## config.mk

```make
export PLATFORM = sky130hd
export DESIGN_NAME = i2c_wait_target
export DESIGN_NICKNAME = d
export VERILOG_FILES = /design/src/rtl/i2ct_pkg.sv /design/src/rtl/i2ct_sync.sv /design/src/rtl/i2ct_bus_events.sv /design/src/rtl/i2ct_engine.sv /design/src/rtl/i2c_wait_target.sv
export SDC_FILE = /design/constraint.sdc
export NUM_CORES = 1
export LEC_CHECK = 0
export ABC_CLOCK_PERIOD_IN_PS = 1900
export BUFFER_PORTS_ARGS = -buffer_cell sky130_fd_sc_hd__buf_2
export CAP_MARGIN = 20
export CORE_ASPECT_RATIO = 1.1
export CORE_MARGIN = 2
export CORE_UTILIZATION = 51
export DETAILED_ROUTE_END_ITERATION = 8
export PLACE_DENSITY = 0.75
export SETUP_SLACK_MARGIN = 0.5
export SLEW_MARGIN = 20
export SYNTH_ARGS = -nofsm -noshare
export SYNTH_HDL_FRONTEND = slang
export SYNTH_SLANG_ARGS = --single-unit
```

## constraint.sdc

```tcl
create_clock -name clk -period 1.9 [get_ports clk]
set_input_delay 0.57 -clock clk [delete_from_list [all_inputs] [get_ports clk]]
set_output_delay 0.57 -clock clk [all_outputs]
set_load 0.05 [all_outputs]
```

## src/rtl/i2ct_pkg.sv

```systemverilog
// Shared types for the I2C target engine.
// Assumes: one byte lane, seven-bit addressing.
package i2ct_pkg;
    typedef enum logic [2:0] {
        ST_IDLE,   // not addressed, lines released
        ST_BITS,   // clocks 1..8 of a byte
        ST_WAIT8,  // clock held after 8th falling edge
        ST_ACK,    // ninth clock
        ST_WAIT9   // clock held after 9th falling edge
    } i2ct_state_e;

    localparam logic WAIT_AT_8 = 1'b0;
    localparam logic WAIT_AT_9 = 1'b1;
endpackage

```

## src/rtl/i2ct_sync.sv

```systemverilog
// Multi-flop synchronizer, one chain per input bit.
// Assumes: STAGES >= 2; idle level of the bus lines is 1, so the chains reset to 1.
module i2ct_sync #(
    parameter int W      = 2,
    parameter int STAGES = 2
) (
    input  logic         clk,
    input  logic         rst_n,
    input  logic [W-1:0] d_i,
    output logic [W-1:0] q_o
);
    for (genvar g = 0; g < W; g++) begin : g_bit
        logic [STAGES-1:0] pipe;
        // shift the asynchronous level through the chain
        always_ff @(posedge clk) begin
            if (!rst_n) pipe <= '1;
            else        pipe <= {pipe[STAGES-2:0], d_i[g]};
        end
        assign q_o[g] = pipe[STAGES-1];
    end
endmodule

```

## src/rtl/i2ct_bus_events.sv

```systemverilog
// Turns synchronized line levels into one-cycle bus events:
// clock edges, START (data falls, clock high) and STOP (data rises, clock high).
// Assumes: inputs are already synchronized to clk.
module i2ct_bus_events (
    input  logic clk,
    input  logic rst_n,
    input  logic scl_s,
    input  logic sda_s,
    output logic scl_rise,
    output logic scl_fall,
    output logic start_evt,
    output logic stop_evt
);
    logic scl_q, sda_q;

    // remember the previous line levels
    always_ff @(posedge clk) begin
        if (!rst_n) begin
            scl_q <= 1'b1;
            sda_q <= 1'b1;
        end else begin
            scl_q <= scl_s;
            sda_q <= sda_s;
        end
    end

    assign scl_rise  = scl_s & ~scl_q;
    assign scl_fall  = ~scl_s & scl_q;
    assign start_evt = scl_s & scl_q & sda_q & ~sda_s;
    assign stop_evt  = scl_s & scl_q & ~sda_q & sda_s;
endmodule

```

## src/rtl/i2ct_engine.sv

```systemverilog
// Byte engine of the target: address compare, receive and transmit shifting,
// acknowledge generation and the clock-stretch wait at the selected point.
// Assumes: events come from i2ct_bus_events; SDA changes only on a detected
// clock fall or at a wait release, both while the clock is low.
module i2ct_engine
    import i2ct_pkg::*;
#(
    parameter int ADDR_W = 7,
    parameter int DATA_W = 8
) (
    input  logic              clk,
    input  logic              rst_n,
    input  logic              scl_rise,
    input  logic              scl_fall,
    input  logic              start_evt,
    input  logic              stop_evt,
    input  logic              sda_s,
    input  logic [ADDR_W-1:0] own_addr,
    input  logic              wait_sel,
    input  logic              ack_en,
    input  logic              wr_valid,
    input  logic [DATA_W-1:0] wr_data,
    input  logic              wait_release,
    output logic              scl_hold,
    output logic              sda_drv,
    output logic [DATA_W-1:0] rd_data,
    output logic              rd_strobe
);
    localparam int CNT_W = $clog2(DATA_W + 1);
    localparam logic [CNT_W-1:0] LAST_BIT = CNT_W'(DATA_W);

    i2ct_state_e       state;
    logic [CNT_W-1:0]  cnt;
    logic [DATA_W-1:0] shreg;
    logic [DATA_W-1:0] tx_buf;
    logic              addr_ph;
    logic              dir_tx;
    logic              nack;

    logic              addr_hit;
    logic              ack_drive;
    logic              release_req;
    logic              tx_next;
    logic [DATA_W-1:0] ld_val;

    // decode helpers for the state machine
    always_comb begin
        addr_hit    = (shreg[DATA_W-1 -: ADDR_W] == own_addr);
        ack_drive   = addr_ph ? 1'b1 : (dir_tx ? 1'b0 : ack_en);
        release_req = wait_release | wr_valid;
        tx_next     = addr_ph ? shreg[0] : dir_tx;
        ld_val      = wr_valid ? wr_data : tx_buf;
    end

    // bus protocol state machine
    always_ff @(posedge clk) begin
        if (!rst_n) begin
            state     <= ST_IDLE;
            cnt       <= '0;
            shreg     <= '0;
            tx_buf    <= '1;
            addr_ph   <= 1'b0;
            dir_tx    <= 1'b0;
            nack      <= 1'b0;
            scl_hold  <= 1'b0;
            sda_drv   <= 1'b0;
            rd_data   <= '0;
            rd_strobe <= 1'b0;
        end else begin
            rd_strobe <= 1'b0;
            if (wr_valid) tx_buf <= wr_data;
            if (start_evt) begin
                state    <= ST_BITS;
                cnt      <= '0;
                addr_ph  <= 1'b1;
                dir_tx   <= 1'b0;
                scl_hold <= 1'b0;
                sda_drv  <= 1'b0;
            end else if (stop_evt) begin
                state    <= ST_IDLE;
                addr_ph  <= 1'b0;
                scl_hold <= 1'b0;
                sda_drv  <= 1'b0;
            end else begin
                case (state)
                    ST_BITS: begin
                        if (scl_rise) begin
                            cnt <= cnt + 1'b1;
                            if (!dir_tx) shreg <= {shreg[DATA_W-2:0], sda_s};
                        end else if (scl_fall && cnt == LAST_BIT) begin
                            if (addr_ph && !addr_hit) begin
                                state   <= ST_IDLE;
                                sda_drv <= 1'b0;
                            end else begin
                                if (!dir_tx && !addr_ph) begin
                                    rd_data   <= shreg;
                                    rd_strobe <= 1'b1;
                                end
                                if (wait_sel == WAIT_AT_8) begin
                                    state    <= ST_WAIT8;
                                    scl_hold <= 1'b1;
                                    sda_drv  <= 1'b0;
                                end else begin
                                    state   <= ST_ACK;
                                    sda_drv <= ack_drive;
                                end
                            end
                        end else if (scl_fall && dir_tx) begin
                            sda_drv <= ~shreg[DATA_W-2];
                            shreg   <= {shreg[DATA_W-2:0], 1'b0};
                        end
                    end
                    ST_WAIT8: begin
                        if (release_req) begin
                            scl_hold <= 1'b0;
                            state    <= ST_ACK;
                            sda_drv  <= ack_drive;
                        end
                    end
                    ST_ACK: begin
                        if (scl_rise) begin
                            nack <= sda_s;
                        end else if (scl_fall) begin
                            sda_drv <= 1'b0;
                            addr_ph <= 1'b0;
                            dir_tx  <= tx_next;
                            if (!addr_ph && dir_tx && nack) begin
                                state <= ST_IDLE;
                            end else if (wait_sel == WAIT_AT_9) begin
                                state    <= ST_WAIT9;
                                scl_hold <= 1'b1;
                            end else begin
                                state <= ST_BITS;
                                cnt   <= '0;
                                if (tx_next) begin
                                    shreg   <= tx_buf;
                                    sda_drv <= ~tx_buf[DATA_W-1];
                                end
                            end
                        end
                    end
                    ST_WAIT9: begin
                        if (release_req) begin
                            scl_hold <= 1'b0;
                            state    <= ST_BITS;
                            cnt      <= '0;
                            if (dir_tx) begin
                                shreg   <= ld_val;
                                sda_drv <= ~ld_val[DATA_W-1];
                            end
                        end
                    end
                    default: begin
                        scl_hold <= 1'b0;
                        sda_drv  <= 1'b0;
                    end
                endcase
            end
        end
    end
endmodule

```

## src/rtl/i2c_wait_target.sv

```systemverilog
// Top of the I2C target: synchronizes the pads, derives bus events and runs
// the byte engine. Outputs are open-drain enables (1 = pull the line low).
// Assumes: pads are wired-AND with external pull-ups; the clock low phase
// spans more than SYNC_STAGES + 2 system clocks.
module i2c_wait_target #(
    parameter int ADDR_W      = 7,
    parameter int DATA_W      = 8,
    parameter int SYNC_STAGES = 2
) (
    input  logic              clk,
    input  logic              rst_n,
    input  logic              scl_i,
    input  logic              sda_i,
    output logic              scl_oe,
    output logic              sda_oe,
    input  logic [ADDR_W-1:0] own_addr,
    input  logic              wait_sel,
    input  logic              ack_en,
    input  logic              wr_valid,
    input  logic [DATA_W-1:0] wr_data,
    input  logic              wait_release,
    output logic [DATA_W-1:0] rd_data,
    output logic              rd_strobe,
    output logic              wait_flag
);
    logic [1:0] lines_s;
    logic       scl_rise, scl_fall, start_evt, stop_evt;
    logic       scl_hold, sda_drv;

    i2ct_sync #(.W(2), .STAGES(SYNC_STAGES)) u_sync (
        .clk  (clk),
        .rst_n(rst_n),
        .d_i  ({scl_i, sda_i}),
        .q_o  (lines_s)
    );

    i2ct_bus_events u_events (
        .clk      (clk),
        .rst_n    (rst_n),
        .scl_s    (lines_s[1]),
        .sda_s    (lines_s[0]),
        .scl_rise (scl_rise),
        .scl_fall (scl_fall),
        .start_evt(start_evt),
        .stop_evt (stop_evt)
    );

    i2ct_engine #(.ADDR_W(ADDR_W), .DATA_W(DATA_W)) u_engine (
        .clk         (clk),
        .rst_n       (rst_n),
        .scl_rise    (scl_rise),
        .scl_fall    (scl_fall),
        .start_evt   (start_evt),
        .stop_evt    (stop_evt),
        .sda_s       (lines_s[0]),
        .own_addr    (own_addr),
        .wait_sel    (wait_sel),
        .ack_en      (ack_en),
        .wr_valid    (wr_valid),
        .wr_data     (wr_data),
        .wait_release(wait_release),
        .scl_hold    (scl_hold),
        .sda_drv     (sda_drv),
        .rd_data     (rd_data),
        .rd_strobe   (rd_strobe)
    );

    assign scl_oe    = scl_hold;
    assign sda_oe    = sda_drv;
    assign wait_flag = scl_hold;
endmodule

```

; ---- After elaboration in Yosys (flattened, before gate mapping)
; Index checks and enable logic that the tools add are counted.
[totals]
ff_bits = 43
latch_bits = 0
ram_bits = 0
mem_bits_ro = 0
n_memories = 0
[op_classes]
addsub = 1
multipliers = 0
n_div = 0
magnitude_cmp = 0
n_eq_ne = 32
n_shift = 0
n_mux = 66
bitwise = 22
reduce_logical = 28
[op_table]
columns = op, count
row1 = $mux W8, 12
row2 = $mux W1, 34
row3 = $reduce_and A7 Y1, 4
row4 = $mux W3, 9
row5 = $mux W4, 6
row6 = $pmux W8 S3, 1
row7 = $ne A2 B2 Y1 const B, 8
row8 = $ne A4 B3 Y1 const B, 4
row9 = $ne A2 B1 Y1 const B, 7
row10 = $not A1 Y1, 14
row11 = $reduce_and A13 Y1, 1
row12 = $pmux W3 S4, 1
row13 = $pmux W4 S3, 1
row14 = $reduce_and A9 Y1, 1
row15 = $reduce_bool A3 Y1, 3
row16 = $ne A4 B4 Y1 const B, 2
row17 = $reduce_and A4 Y1, 2
row18 = $reduce_and A8 Y1, 1
row19 = $and A1 B1 Y1, 7
row20 = $eq A7 B7 Y1, 1
row21 = $reduce_or A7 Y1, 1
row22 = $eq A3 B2 Y1 const B, 2
row23 = $logic_and A1 B1 Y1, 6
row24 = $ne A3 B1 Y1 const B, 2
row25 = other kinds (15), 19

; ---- Logic depth before layout (Yosys ltp)
; Gate-level depths: netlist of run 1.
[logic_depth]
depth_word = 9
ltp_mapped = 8
depth_no_buf = 7

; ---- Hierarchy
; A second synthesis of run 1 with hierarchy kept.
[unflattened]
hier_cells = 254
hier_area_um2 = 2275.9
[modules_own_cells]
columns = module, instances, cells_per_inst, area_each_um2
row1 = i2ct_engine, 1, 235, 2063.2
row2 = i2ct_sync, 1, 10, 120.1
row3 = i2ct_bus_events, 1, 8, 85.1
row4 = i2c_wait_target, 1, 1, 7.5

; ---- Worst setup path before layout of run 1
; Ideal clock, no wire load.
[synth_path]
path_type = input -> register
startpoint = in wr_valid
endpoint = reg u_engine.state[0]
setup_time_ps = 122
arrival_ps = 1840
path_slack_ps = -62
stages = 5
path_buffers = 0
path_cell_list = or2_2 > nor3_1 > and4bb_1 > or3_1 > o311a_1
[synth_between]
elab_chain_len = 3
elab_cells_between_ends = 4
cone_classes = 2 x eq/ne / 1 x bitwise / 1 x reduce/logical
[synth_rtl]
columns = element, line
row1 = "start, declared", i2c_wait_target.sv:19  ; input logic wr_valid,
row2 = $or A1 B1 Y1 (*), i2ct_engine.sv:50  ; release_req = wait_release | wr_valid;
row3 = $ne A4 B3 Y1 (no line), n/a
row4 = $reduce_and A7 Y1 (no line) (*), n/a
row5 = "end signal, assigned", i2ct_engine.sv:58  ; state <= ST_IDLE;
row6 = "end signal, assigned", i2ct_engine.sv:73  ; state <= ST_BITS;
row7 = "end signal, assigned", i2ct_engine.sv:80  ; state <= ST_IDLE;
row8 = "end, declared", i2ct_engine.sv:32  ; i2ct_state_e state;
; Every way passes the cells marked *; elsewhere a longest branch is shown, timed or not.
; A chain may end at the register's enable or synchronous reset.

; ---- Worst setup path in the final report of run 1
[layout_path]
startpoint = reg u_engine.cnt[0]
endpoint = reg u_engine.state[0]
[layout_between]
elab_chain_len = 4
[layout_rtl]
columns = element, line
row1 = "start, declared", i2ct_engine.sv:33  ; logic [CNT_W-1:0] cnt;
row2 = "start signal, assigned", i2ct_engine.sv:88  ; cnt <= cnt + 1'b1;
row3 = $eq A4 B4 Y1, i2ct_engine.sv:90  ; end else if (scl_fall && cnt == LAST_BIT) begin
row4 = $logic_and A1 B1 Y1, i2ct_engine.sv:90
row5 = $ne A4 B3 Y1 (no line), n/a
row6 = $reduce_and A7 Y1 (no line), n/a
row7 = "end signal, assigned", i2ct_engine.sv:92  ; state <= ST_IDLE;
row8 = "end signal, assigned", i2ct_engine.sv:100  ; state <= ST_WAIT8;
row9 = "end signal, assigned", i2ct_engine.sv:104  ; state <= ST_ACK;
; No other way between the ends.

==> impl_metrics.yaml, run 1 <==
sta:
  worst_slack_ps: 73.1
  slew_headroom_pct: 69.8
  finalCriticalPeriod_ps: 1830
  timing.fmax_mhz: 547
  fin_crit_sh_pct: 96.2
  finalHoldViolCount: 0
  tns_ps: 0
  tightest_slew_ps: 449
  finClkSkew_ps: 6.74
  drv_slew: 0
  holdWs_ps: 407
  rsz0062_at_grt: "yes"
  setup_viol: 0
detailed_routing:
  wire_per_inst_um: 17.9
  via_per_inst: 6.16
  drt.antenna.violating_nets: 0
  drt-initial-drc-count: 178
  drt_first_pass_iters: 5
  routed_wl_um: 7040
  drc: 0
  vias: 2413
worst_setup_path:
  worst-path-buf-inv: 1
  critPathKind: "reg2reg"
  critPathArrivalTime_ps: 2020
  critical-path-top-delay-family: "simple AND/OR/NAND/NOR gates"
  slowest_delay_ps: 350
  path_max_fanout: 2
  cp-start-kind: "flop"
  path_cells: "inv_2 > ha_4 > and3b_1 > a211oi_2 > and4bb_2 > or3_1 > o311a_1"
  cp_data_required_time_ps: 2100
  slowest_stage: "dfxtp_2"
  critPathCaptureType: "flop"
yosys:
  ys_ff_latch: 43
  async_flop_share_pct: 0
  synth.distinct_cells: 60
  synth_edf_count: 0
  ys_seq_area_share_pct: 36.9
  yosysWarnings: 0
  ys.flop_type: "dfxtp_1"
  avgSynthCellArea_sq_um: 8.91
  syn_inst: 262
  synth_fp_nets: 287
  netlist_area_sq_um: 2330
die:
  core_area_sq_um: 4350
  die_area_sq_um: 5140
  io_pins: 35
  die_h_um: 75.0
  start_util_pct: 53.7
  rows: 25
  fp.dieW_um: 68.5
finish:
  final_cells: 392
  syn_to_final_growth_pct: 43.8
  diodes: 0
  finish.utilization_pct: 77.2
  post-route-cell-area_sq_um: 3360
  drive_gt1_share_pct: 46.7
  nNetsFinal: 362
place:
  post-place-cells: 361
  post-place-ws_ps: -110
  gp_congestion: 0.941
  io_buffers: 34
  place_area_sq_um: 2790
  dp_hpwl_um: 4450
clocking:
  htreeDepth: 2
  root_buffer: "clkbuf_8"
  clockBufferDepth: 2
  cts_sinks: 43
  clock_latency_ps: 300
  holdBufCountCts: 0
  cts_made_buffers: 5
  cts_tree: "built"
  clk_pin_slew_ps: 90
pwr:
  peakVddDrop_mv: 0.505
  powerDensity_nw_per_um2: 1060
  p_leak_nw: 1.35
  total_power_mw: 3.57
grt:
  grt_pass1_wl_um: 10900
  antenna_found_initial: 0
  grt_pass1_vias: 2253
  grt_util_all_layers_pct: 28.8
  gr-total-overflow: 0
  grt_max_degree: 21
min_path:
  hp-class: "reg2reg"
run:
  drv_cap: 0
status:
  status: "completed"
==> state kept, by name (all words and copies together), names as in the netlist, 3 cells and up <==
signal             flops
u_engine.shreg         8
u_engine.rd_data       8
u_engine.state         3
u_sync.g_bit.pipe      4
u_engine.tx_buf        8
u_engine.cnt           4
==> metal layers <==
layer	track usage, %	share of wire, %	up-vias
met4	14.0	2.6	0
met2	47.2	49	102
met1	36.2	42	1158
met3	5.08	5.8	20
met5	0	0	-
li1	-	-	1133
==> cell usage after synthesis (6+ instances only) <==
master | instances | area [sq um]
clkbuf_1 | 9 | 33.8
nand4_1 | 6 | 37.5
nand2b_1 | 12 | 75.1
a222oi_1 | 7 | 70.1
nor2_1 | 20 | 75.1
mux2i_1 | 18 | 180
buf_2 | 6 | 30.0
o21ai_0 | 12 | 60.1
a311oi_1 | 8 | 70.1
a21oi_1 | 16 | 80.1
dfxtp_1 | 43 | 861
nand2_1 | 15 | 56.3
==> layout by cell type (no fill, tap or decap), types with 4 or more instances in the layout <==
master     n
nand4_1    6
xnor2_1    4
a311oi_1   8
a222oi_1   7
a21oi_1   15
o21ai_0    9
buf_2     22
nor2_1    19
mux2i_1   16
buf_12     4
dfxtp_4    6
buf_4     42
dfxtp_1   23
buf_6     17
clkbuf_8   5
nand3_1    4
o21ai_2    4
nand2b_1  12
dfxtp_2   14
nand2_1   15
==> cell families (layout without fill, tap and decap cells) <==
kind of cell | after synthesis | after routing | synth area share (%)
XOR/XNOR | 8 | 8 | 3.00
flip-flops | 43 | 43 | 36.9
multiplexers | 18 | 18 | 7.72
AND/OR/NAND/NOR | 94 | 94 | 23.0
buffers and inverters | 25 | 101 | 5.14
adder cells (fa/ha/maj) | 2 | 2 | 1.07
AO/OA/AOI/OAI | 72 | 72 | 23.2
==> path summary, 6_finish.rpt <==
| check | from | endpoint | slack (ps) | cells past startpoint |
|---|---|---|---|---|
| min | u_sync.g_bit[1].pipe[0] | u_sync.g_bit[1].pipe[1] | 410 | 1 |
| max | u_engine.cnt[0] | u_engine.state[0] | 70 | 7 |
| max reg2reg | u_engine.cnt[0] | u_engine.state[0] | 70 | 7 |
| min reg2reg | u_sync.g_bit[1].pipe[0] | u_sync.g_bit[1].pipe[1] | 410 | 1 |
==> cell type report <==
cell class / instances / area (sq um)
tap: 54 / 67.6
fill: 264 / 990
multi-input combinational: 194 / 1550
timing repair buffer: 88 / 731
inverter: 5 / 20.0
sequential: 43 / 901
clock buffer: 6 / 72.6
clock inverter: 2 / 12.5
==> timing repair <==
action	CTS	global route
endpoints found under the setup margin	39	34
gates resized for setup	65	29
setup buffers	15	8
pin swaps	13	8
==> power breakdown <==
part           total [mW]  internal (mW)  leakage, nW  switching (mW)
clock               0.585          0.257       0.0412           0.328
combinational        1.79          0.922        0.949           0.872
sequential           1.19           1.03        0.360           0.156
total                3.57           2.21         1.35            1.36
Power figures use the tool's default switching activity.
==> inputs of run 2 (changes only) <==
--- a/config.mk
+++ b/config.mk
@@ -11,6 +11,8 @@
 export CORE_ASPECT_RATIO = 1.1
 export CORE_MARGIN = 2
 export CORE_UTILIZATION = 51
+export CTS_BUF_LIST = sky130_fd_sc_hd__clkbuf_16
+export CTS_CLUSTER_SIZE = 20
 export DETAILED_ROUTE_END_ITERATION = 8
 export PLACE_DENSITY = 0.75
 export SETUP_SLACK_MARGIN = 0.5
==> run 2 against run 1 <==
Compared with the run above: critical path type unchanged; worst setup slack worse by 14 ps; sequential share of layout area shrank 1.4 points; largest power group unchanged; total power increased by 13%; critical endpoint unchanged.
==> impl_metrics.yaml, run 2 (synthesis gave the netlist of run 1 again) <==
status:
  status: "completed"
pwr:
  peakVddDrop_mv: 0.698
  powerDensity_nw_per_um2: 1160
  clockPowerShare_pct: 20.6
  p_comb_share_pct: 49.9
  p_seq_share_pct: 29.5
  total_power_mw: 4.05
  p_leak_nw: 1.42
  power.internal_mw: 2.57
  p_sw_mw: 1.47
  power.share.switching_pct: 36.4
clocking:
  clk_pin_slew_ps: 60
  clockBufferDepth: 2
  cts_sinks: 43
  cts_made_buffers: 5
  clock_latency_ps: 290
  htreeDepth: 2
  holdBufCountCts: 0
  root_buffer: "clkbuf_16"
  cts_tree: "built"
worst_setup_path:
  critPathCaptureType: "flop"
  critPathArrivalTime_ps: 2020
  critPathKind: "reg2reg"
  slowest_delay_ps: 340
  critPathLaunch: "u_engine.cnt[0]"
  cp_data_required_time_ps: 2080
  slowest_stage: "dfxtp_2"
  worst-path-buf-inv: 1
  path_max_fanout: 2
  critical-path-top-delay-family: "simple AND/OR/NAND/NOR gates"
  worstReg2RegStart: "u_engine.cnt[0]"
  path_cells: "inv_2 > ha_4 > and3b_2 > a211oi_2 > and4bb_2 > or3_1 > o311a_1"
  cp-start-kind: "flop"
detailed_routing:
  vias: 2511
  wire_per_inst_um: 19.5
  routed_wl_um: 7760
  via_per_inst: 6.32
  drt.antenna.violating_nets: 0
  drt-initial-drc-count: 261
  drc: 0
  drt_first_pass_iters: 5
sta:
  finalHoldViolCount: 0
  fin_crit_sh_pct: 96.9
  setup_viol: 0
  drv_slew: 0
  timing.fmax_mhz: 543
  tightest_slew_ps: 443
  rsz0062_at_grt: "yes"
  slew_headroom_pct: 70.3
  finClkSkew_ps: 3.62
  finalCriticalPeriod_ps: 1840
die:
  io_pins: 35
  fp.dieW_um: 68.5
  start_util_pct: 53.7
  rows: 25
  die_area_sq_um: 5140
  core_area_sq_um: 4350
  die_h_um: 75.0
place:
  io_buffers: 34
  post-place-cells: 361
  gp_congestion: 0.941
  place_area_sq_um: 2790
  dp_hpwl_um: 4450
finish:
  finish.utilization_pct: 80.3
  final_cells: 397
  diodes: 0
  drive_gt1_share_pct: 46.4
  final_cell_mix: "44 x buf_4, 30 x dfxtp_1, 22 x buf_2"
  syn_to_final_growth_pct: 49.6
  post-route-cell-area_sq_um: 3490
  final_common_cell: "buf_4"
  biggestRegsByFlops: "u_engine.rd_data: 8 flops, u_engine.shreg: 8 flops, u_engine.tx_buf: 8 flops"
  nNetsFinal: 367
min_path:
  hp-class: "reg2reg"
  min-delay-start: "u_sync.g_bit[1].pipe[0]"
grt:
  grt_pass1_vias: 2230
  gr-total-overflow: 0
  grt_util_all_layers_pct: 28.5
  grt_max_degree: 21
  grt_pass1_wl_um: 10800
  antenna_found_initial: 0
run:
  drv_cap: 0
run 2: changes by cell type in the layout (fill, tap and decap cells not counted), moves of 2 or more:
cell,before,now
dfxtp_1,23,30
clkbuf_8,5,0
mux2i_1,16,18
clkbuf_16,0,7
buf_6,17,19
dfxtp_2,14,8
buf_4,42,44
run 2: stage by stage:
step                setup WS (ps)  TNS, ps  hold slack (ps)
detailed placement           -110    -1140              393
floorplan                    50.6        0              386
global route                 2.95        0              417
global placement            -68.3     -520              390
CTS                           149        0              407
finish                       59.6        0              406
run 2: power by group through the flow:
stage / logic (mW) / registers [mW] / clock network, mW
4_1_cts: 1.55 / 1.18 / 0.845
3_3_place_gp: 1.34 / 1.19 / 0
3_5_place_dp: 1.36 / 1.19 / 0
6_report: 2.02 / 1.20 / 0.832
5_1_grt: 2.16 / 1.20 / 0.878
2_1_floorplan: 0.943 / 1.16 / 0
run 2: layout make-up:
class,count,area [sq um]
multi-input cells,194,1560
flip-flops and latches,43,890
fillers,231,856
repair buffers,93,815
clock buffers,5,125
well taps,54,67.6
inverters,5,20.0
clock inverters,3,16.3
run 2: final timing paths:
| kind | endpoint | slack, ps | cells after the start |
|---|---|---|---|
| setup / recovery | u_engine.state[0] | 60 | 7 |
| hold / removal | u_sync.g_bit[1].pipe[1] | 410 | 1 |
| setup reg to reg | u_engine.state[0] | 60 | 7 |
| hold reg to reg | u_sync.g_bit[1].pipe[1] | 410 | 1 |
run 2: worst register-to-register path, stage by stage (launching register included):
cell      delay [ps]
dfxtp_2          340
inv_2             50
ha_4             150
and3b_2          220
a211oi_2         240
and4bb_2         290
or3_1            310
o311a_1          130
run 2: metal layers:
metal	vias up	track usage, %	part of all wire (%)
met5	-	0	0
met2	129	45.8	48
met3	33	4.19	7.8
met1	1197	37.1	40
met4	0	14.4	4.8
li1	1152	-	-
run 2: timing repair:
item / in CTS / in global routing
cloned: 0 / 3
endpoints found under the setup margin: 39 / 37
pin swaps: 12 / 14
gates resized for setup: 41 / 49
buffers inserted: 11 / 14
